--- src/rtl/i2cs_pkg.sv ---
package i2cs_pkg;

    localparam logic [6:0] DEV_ID = 7'b1010000;

    typedef enum logic [2:0] {
        ST_IDLE,
        ST_DEVADR,
        ST_WORD,
        ST_WRITE,
        ST_READ,
        ST_WAIT
    } st_e;

    typedef struct packed {
        logic start;
        logic stop;
        logic rise;
        logic fall;
    } bus_ev_t;

    function automatic logic dev_match(input logic [7:0] b);
        return b[7:1] == DEV_ID;
    endfunction

endpackage

--- src/rtl/i2cs_sync.sv ---
module i2cs_sync #(
    parameter int W      = 2,
    parameter int STAGES = 2
) (
    input  logic         clk,
    input  logic         rst,
    input  logic [W-1:0] d,
    output logic [W-1:0] q
);
    genvar g;
    generate
        for (g = 0; g < STAGES; g++) begin : g_stage
            logic [W-1:0] r;
            if (g == 0) begin : g_first
                always_ff @(posedge clk) begin
                    if (rst) r <= '1;
                    else     r <= d;
                end
            end else begin : g_next
                always_ff @(posedge clk) begin
                    if (rst) r <= '1;
                    else     r <= g_stage[g-1].r;
                end
            end
        end
    endgenerate

    assign q = g_stage[STAGES-1].r;
endmodule

--- src/rtl/i2cs_busmon.sv ---
module i2cs_busmon
    import i2cs_pkg::*;
(
    input  logic    clk,
    input  logic    rst,
    input  logic    scl,
    input  logic    sda,
    output bus_ev_t ev
);
    logic scl_d, sda_d;

    always_ff @(posedge clk) begin
        if (rst) begin
            scl_d <= 1'b1;
            sda_d <= 1'b1;
        end else begin
            scl_d <= scl;
            sda_d <= sda;
        end
    end

    always_comb begin
        ev.start = scl & scl_d & sda_d & ~sda;
        ev.stop  = scl & scl_d & ~sda_d & sda;
        ev.rise  = scl & ~scl_d;
        ev.fall  = ~scl & scl_d;
    end
endmodule

--- src/rtl/i2cs_bytes.sv ---
module i2cs_bytes #(
    parameter int ADDR_W = 4
) (
    input  logic              clk,
    input  logic              rst,
    input  logic              we,
    input  logic [ADDR_W-1:0] wa,
    input  logic [7:0]        wd,
    input  logic [ADDR_W-1:0] ra,
    output logic [7:0]        rd
);
    localparam int DEPTH = 1 << ADDR_W;

    logic [7:0] mem [DEPTH];

    always_ff @(posedge clk) begin
        if (rst) begin
            for (int i = 0; i < DEPTH; i++) mem[i] <= 8'h00;
        end else if (we) begin
            mem[wa] <= wd;
        end
    end

    assign rd = mem[ra];
endmodule

--- src/rtl/i2cs_mem_slave.sv ---
module i2cs_mem_slave
    import i2cs_pkg::*;
#(
    parameter int ADDR_W      = 4,
    parameter int SYNC_STAGES = 2
) (
    input  logic clk,
    input  logic rst,
    input  logic scl_in,
    input  logic sda_in,
    output logic sda_oe
);
    localparam int CNT_W = 4;
    localparam logic [CNT_W-1:0] ACK_SLOT = CNT_W'(8);
    localparam logic [CNT_W-1:0] ACK_END  = CNT_W'(9);

    logic              scl_s, sda_s;
    bus_ev_t           ev;
    st_e               st;
    logic [CNT_W-1:0]  bitcnt;
    logic [7:0]        shreg, tx, rd_data;
    logic [ADDR_W-1:0] ptr;
    logic              oe, we;

    i2cs_sync #(.W(2), .STAGES(SYNC_STAGES)) u_sync (
        .clk(clk), .rst(rst), .d({scl_in, sda_in}), .q({scl_s, sda_s})
    );

    i2cs_busmon u_mon (
        .clk(clk), .rst(rst), .scl(scl_s), .sda(sda_s), .ev(ev)
    );

    assign we = (st == ST_WRITE) && ev.fall && (bitcnt == ACK_SLOT)
                && !ev.start && !ev.stop;

    i2cs_bytes #(.ADDR_W(ADDR_W)) u_mem (
        .clk(clk), .rst(rst), .we(we), .wa(ptr), .wd(shreg),
        .ra(ptr), .rd(rd_data)
    );

    always_ff @(posedge clk) begin
        if (rst) begin
            st     <= ST_IDLE;
            bitcnt <= '0;
            shreg  <= '0;
            tx     <= '0;
            ptr    <= '0;
            oe     <= 1'b0;
        end else if (ev.start) begin
            st     <= ST_DEVADR;
            bitcnt <= '0;
            oe     <= 1'b0;
        end else if (ev.stop) begin
            st     <= ST_IDLE;
            bitcnt <= '0;
            oe     <= 1'b0;
        end else begin
            case (st)
                ST_DEVADR, ST_WORD, ST_WRITE: begin
                    if (ev.rise && bitcnt < ACK_SLOT) begin
                        shreg  <= {shreg[6:0], sda_s};
                        bitcnt <= bitcnt + 1'b1;
                    end else if (ev.fall && bitcnt == ACK_SLOT) begin
                        if (st == ST_DEVADR && !dev_match(shreg)) begin
                            st <= ST_IDLE;
                        end else begin
                            oe     <= 1'b1;
                            bitcnt <= ACK_END;
                            if (st == ST_WORD)  ptr <= shreg[ADDR_W-1:0];
                            if (st == ST_WRITE) ptr <= ptr + 1'b1;
                        end
                    end else if (ev.fall && bitcnt == ACK_END) begin
                        oe     <= 1'b0;
                        bitcnt <= '0;
                        if (st == ST_DEVADR) begin
                            if (shreg[0]) begin
                                st <= ST_READ;
                                tx <= rd_data;
                                oe <= ~rd_data[7];
                            end else begin
                                st <= ST_WORD;
                            end
                        end else begin
                            st <= ST_WRITE;
                        end
                    end
                end
                ST_READ: begin
                    if (ev.rise) begin
                        if (bitcnt < ACK_SLOT) begin
                            bitcnt <= bitcnt + 1'b1;
                        end else if (bitcnt == ACK_SLOT) begin
                            if (!sda_s) begin
                                bitcnt <= ACK_END;
                            end else begin
                                st <= ST_WAIT;
                                oe <= 1'b0;
                            end
                        end
                    end else if (ev.fall) begin
                        if (bitcnt >= CNT_W'(1) && bitcnt < ACK_SLOT) begin
                            tx <= {tx[6:0], 1'b0};
                            oe <= ~tx[6];
                        end else if (bitcnt == ACK_SLOT) begin
                            oe  <= 1'b0;
                            ptr <= ptr + 1'b1;
                        end else if (bitcnt == ACK_END) begin
                            tx     <= rd_data;
                            oe     <= ~rd_data[7];
                            bitcnt <= '0;
                        end
                    end
                end
                default: ;
            endcase
        end
    end

    assign sda_oe = oe;

    AST_START_REARMS: assert property (@(posedge clk) disable iff (rst)
        ev.start |=> (st == ST_DEVADR && bitcnt == '0 && !sda_oe));

    AST_STOP_ENDS: assert property (@(posedge clk) disable iff (rst)
        (ev.stop && !ev.start) |=> (st == ST_IDLE && !sda_oe));

    AST_QUIET_WHEN_IDLE: assert property (@(posedge clk) disable iff (rst)
        (st == ST_IDLE || st == ST_WAIT) |-> !sda_oe);

    AST_WORD_ACKED: assert property (@(posedge clk) disable iff (rst)
        (st == ST_WORD && ev.fall && bitcnt == ACK_SLOT && !ev.start && !ev.stop) |=> sda_oe);

    AST_NACK_RELEASE: assert property (@(posedge clk) disable iff (rst)
        (st == ST_READ && ev.rise && bitcnt == ACK_SLOT && sda_s && !ev.start && !ev.stop)
        |=> (st == ST_WAIT && !sda_oe));

    AST_PULL_ON_LOW_SCL: assert property (@(posedge clk) disable iff (rst)
        $rose(sda_oe) |-> !$past(scl_s));

    AST_BITCNT_RANGE: assert property (@(posedge clk) disable iff (rst)
        bitcnt <= ACK_END);
endmodule

--- config.mk ---
export PLATFORM = sky130hd
export DESIGN_NAME = i2cs_mem_slave
export DESIGN_NICKNAME = d
export VERILOG_FILES = /design/src/rtl/i2cs_pkg.sv /design/src/rtl/i2cs_sync.sv /design/src/rtl/i2cs_busmon.sv /design/src/rtl/i2cs_bytes.sv /design/src/rtl/i2cs_mem_slave.sv
export SDC_FILE = /design/constraint.sdc
export NUM_CORES = 1
export LEC_CHECK = 0
export BUFFER_PORTS_ARGS = -buffer_cell sky130_fd_sc_hd__buf_2
export CAP_MARGIN = 20
export CELL_PAD_IN_SITES_DETAIL_PLACEMENT = 0
export CELL_PAD_IN_SITES_GLOBAL_PLACEMENT = 2
export CORE_UTILIZATION = 45
export CTS_CLUSTER_SIZE = 10
export DETAILED_ROUTE_END_ITERATION = 10
export PLACE_DENSITY = 0.88
export SLEW_MARGIN = 20
export SYNTH_ARGS = -nofsm -noshare
export SYNTH_HDL_FRONTEND = slang
export SYNTH_SLANG_ARGS = --single-unit
--- constraint.sdc ---
create_clock -name clk -period 4.2 [get_ports clk]
set_input_delay 0.21 -clock clk [delete_from_list [all_inputs] [get_ports clk]]
set_output_delay 0.21 -clock clk [all_outputs]
set_load 0.01 [all_outputs]
==> results by group <==
STA
  • Remaining max-slew budget at the tightest pin: 28.9%
  • Measured slew at the worst slew-check pin: 1.07 ns
  • Finish-stage setup viols: 0
  • Period utilisation layout: 75.9%
  • Unrepaired setup endpoints after global routing: false
  • Min Clock Period, post-route: 3.19 ns
  • Max-slew violation total from the final report: 0
  • Final Hold Violating Endpoints: 0
  • Setup TNS Final: 0 ns
  • Setup slack after layout: 1.01 ns
  • Worst clock skew on the final layout: 0.00811 ns
  • Achievable frequency: 314 MHz
  • Hold_ws: 0.280 ns

Power and ir drop
  • Total Power Consumption: 4.45 mW
  • Pwr dens: 499 mW/mm²
  • Max VDD drop: 335 µV
  • Leakage power figure: 3.15 nW

Clock network
  • Master cell of the clock root buffer: sky130_fd_sc_hd__clkbuf_16
  • Worst skew pair latency: 0.44 ns
  • Clock-pin slew on the worst setup and hold paths: 0.06 ns
  • Clock Sinks: 165
  • Maximum root-to-sink buffer count: 2
  • Setup repair bufs after CTS: 0
  • H-tree depth: 4
  • Clock tree from TritonCTS: built
  • Count of hold buffers inserted by post-cts repair: 2
  • Num CTS Buffers: 17
  • Resized Gates After CTS: 0

Drt
  • Iteration-0 DRC count of the detailed router: 471
  • Routed Wire Length: 19200 µm
  • Pre-Repair DR Iteration Count: 5
  • Antenna-violating nets left: 0
  • Number of vias after detailed routing: 5077
  • Residual DRC count: 0
  • Detail-routed net length per standard cell: 21.9 µm
  • Vias per Instance: 5.78

Worst setup path
  • Path type of the worst setup path: reg -> reg
  • Arrival time at the worst endpoint: 3.24 ns
  • Crit Path Max Fanout: 8
  • Nature of the critical path endpoint: flop
  • Crit path required time: 4.26 ns
  • Count of cells along the worst register-to-register path: 6
  • Startpoint Class: flop

Die
  • Floorplan die width: 136 µm
  • Total Die Area: 0.0185 mm²
  • Overall die height: 136 µm
  • CORE AREA: 0.0174 mm²
  • Starting utilization of the core area: 46.4%
  • Top Ports: 5
  • Floorplan row count: 48

Run
  • Number of maximum-capacitance constraint violations: 0

Yosys
  • Cell variety after synth: 62
  • Dominant synthesized flop cell: sky130_fd_sc_hd__edfxtp_1
  • Number of flops mapped to enable cells by yosys: 128
  • Sequential-to-total area share from yosys stat: 56.8%
  • Synthesized area per cell: 12.6 µm²
  • Top post-synthesis cells by area: sky130_fd_sc_hd__edfxtp_1, sky130_fd_sc_hd__and2_1, sky130_fd_sc_hd__dfxtp_1
  • Synth Instances: 643
  • Area leader, netlist: sky130_fd_sc_hd__edfxtp_1
  • Area of the mapped netlist: 0.00808 mm²
  • Total nets after synthesis: 658
  • Share of Yosys cell area claimed by the top area cell type: 47.6%
  • Fraction of synthesis flops using an asynchronous set or reset pin: 0%
  • Top cell types by occurrence after synthesis: sky130_fd_sc_hd__and2_1, sky130_fd_sc_hd__edfxtp_1, sky130_fd_sc_hd__dfxtp_1, sky130_fd_sc_hd__nor2_1, sky130_fd_sc_hd__clkbuf_1
  • Most frequent cell after synthesis: sky130_fd_sc_hd__and2_1
  • Total number of yosys warnings: 0
  • Flip-flop and latch count after synthesis: 165

Cells and area
  • Final Cell Area: 0.00891 mm²
  • Layout-stage area growth over the synthesis result: 10.4%
  • Net total in the final layout: 655
  • Final cell count without fillers: 878
  • Share of layout cells above drive strength 1: 18.7%
  • Share of the core filled with cells in the final layout: 51.2%
  • Antenna diodes: 0

Placed design
  • Total half-perimeter wirelength after legalization and detailed placement: 13000 µm
  • Placed Cells incl. Taps: 844
  • Gp weighted congestion: 0.830
  • Number of buffers inserted by port buffering: 4
  • Area after DPL: 0.00830 mm²
  • Pre-CTS WS: 1.04 ns

Outcome
  • Run status: complete, no violations

Global routing
  • Number of global-route vias before repair: 5014
  • GRT Total Usage: 22.6%
  • Global route total overflow: 0
  • Initial antenna violation count: 0
  • Global-route wire length before repair: 29700 µm
  • Pin count of the biggest net entering global routing: 29

Worst hold path
  • Type of the most critical hold path: in -> reg
  • Worst hold path stage count: 3
==> kinds of logic (layout without fill, tap and decap cells) <==
family | after synthesis | after routing | share of synthesized area (%)
AND/OR/NAND/NOR | 244 | 244 | 18.0
flip-flops | 165 | 165 | 56.8
AO/OA/AOI/OAI | 101 | 101 | 9.00
multiplexers | 63 | 63 | 11.6
buffers and inverters | 58 | 68 | 2.88
adder cells (fa/ha/maj) | 11 | 11 | 1.70
XOR/XNOR | 1 | 1 | 0.108
==> layout make-up <==
| type | count | area [µm²] |
|---|---|---|
| Clock buffer | 20 | 437 |
| Clock inverter | 12 | 154 |
| Fill cell | 1471 | 8500 |
| Inverter | 18 | 67.6 |
| Multi-Input combinational cell | 420 | 3260 |
| Sequential cell | 165 | 4590 |
| Tap cell | 225 | 282 |
| Timing Repair Buffer | 18 | 130 |
==> report_power, final <==
group          total [mW]  switching [mW]  internal, mW
logic               0.868           0.495         0.373
registers            1.99           0.140          1.85
clock network        1.59           0.658         0.936
==> critical path, cell delays in order (launching register included) <==
cell and delay (ns):
sky130_fd_sc_hd__dfxtp_1 0.36, sky130_fd_sc_hd__inv_1 0.07, sky130_fd_sc_hd__ha_1 0.30, sky130_fd_sc_hd__nand4b_2 0.31, sky130_fd_sc_hd__a2111oi_4 0.47, sky130_fd_sc_hd__nand2_1 0.37, sky130_fd_sc_hd__o21ai_0 0.92
==> layer usage <==
| layer | track usage [%] | vias up | part of all wire (%) |
|---|---|---|---|
| met4 | 9.63 | 0 | 2.6 |
| met3 | 3.62 | 35 | 5.0 |
| li1 | - | 2353 | - |
| met5 | 0 | - | 0 |
| met2 | 36.9 | 161 | 49 |
| met1 | 29.8 | 2528 | 43 |
==> flip-flops by register name (all words and copies together) (netlist names), named ones only <==
register	count
ptr	4
u_sync.g_stage.r	2
u_mon.scl_d	1
u_mon.sda_d	1
tx	7
sda_oe	1
u_sync.q	2
bitcnt	4
shreg	8
st	3
u_mem.mem	128
==> path summary, 6_finish.rpt <==
| kind | start | endpoint | slack, ns |
|---|---|---|---|
| min reg2reg | u_sync.g_stage[0].r[0]$_SDFF_PP1_ | u_sync.q[0]$_SDFF_PP1_ | 0.41 |
| max | bitcnt[0]$_SDFFE_PP0P_ | u_mem.mem[4][1]$_SDFFCE_PN0P_ | 1.01 |
| min | rst | shreg[4]$_SDFFE_PP0P_ | 0.28 |
| max reg2reg | bitcnt[0]$_SDFFE_PP0P_ | u_mem.mem[4][1]$_SDFFCE_PN0P_ | 1.01 |
==> cell usage in the layout (no fill, tap or decap), types with 3 or more instances in the layout <==
master / instances
sky130_fd_sc_hd__buf_2: 4
sky130_fd_sc_hd__inv_1: 18
sky130_fd_sc_hd__o31ai_1: 4
sky130_fd_sc_hd__buf_4: 12
sky130_fd_sc_hd__edfxtp_1: 128
sky130_fd_sc_hd__nand2b_1: 9
sky130_fd_sc_hd__a311oi_1: 6
sky130_fd_sc_hd__clkbuf_16: 17
sky130_fd_sc_hd__mux4_2: 22
sky130_fd_sc_hd__nand3_1: 10
sky130_fd_sc_hd__nand3b_1: 3
sky130_fd_sc_hd__o21ai_1: 6
sky130_fd_sc_hd__or2_2: 11
sky130_fd_sc_hd__mux2i_1: 18
sky130_fd_sc_hd__nor3b_1: 5
sky130_fd_sc_hd__nor3_2: 5
sky130_fd_sc_hd__ha_1: 11
sky130_fd_sc_hd__bufinv_16: 3
sky130_fd_sc_hd__clkbuf_1: 3
sky130_fd_sc_hd__clkinvlp_4: 3
sky130_fd_sc_hd__o21ai_0: 22
sky130_fd_sc_hd__a21oi_1: 16
sky130_fd_sc_hd__nor2_1: 32
sky130_fd_sc_hd__o221ai_1: 5
sky130_fd_sc_hd__nand2_1: 20
sky130_fd_sc_hd__clkinv_2: 3
sky130_fd_sc_hd__mux2_2: 23
sky130_fd_sc_hd__o22ai_1: 17
sky130_fd_sc_hd__dfxtp_1: 35
sky130_fd_sc_hd__and2_1: 131
Power figures use the tool's default switching activity.
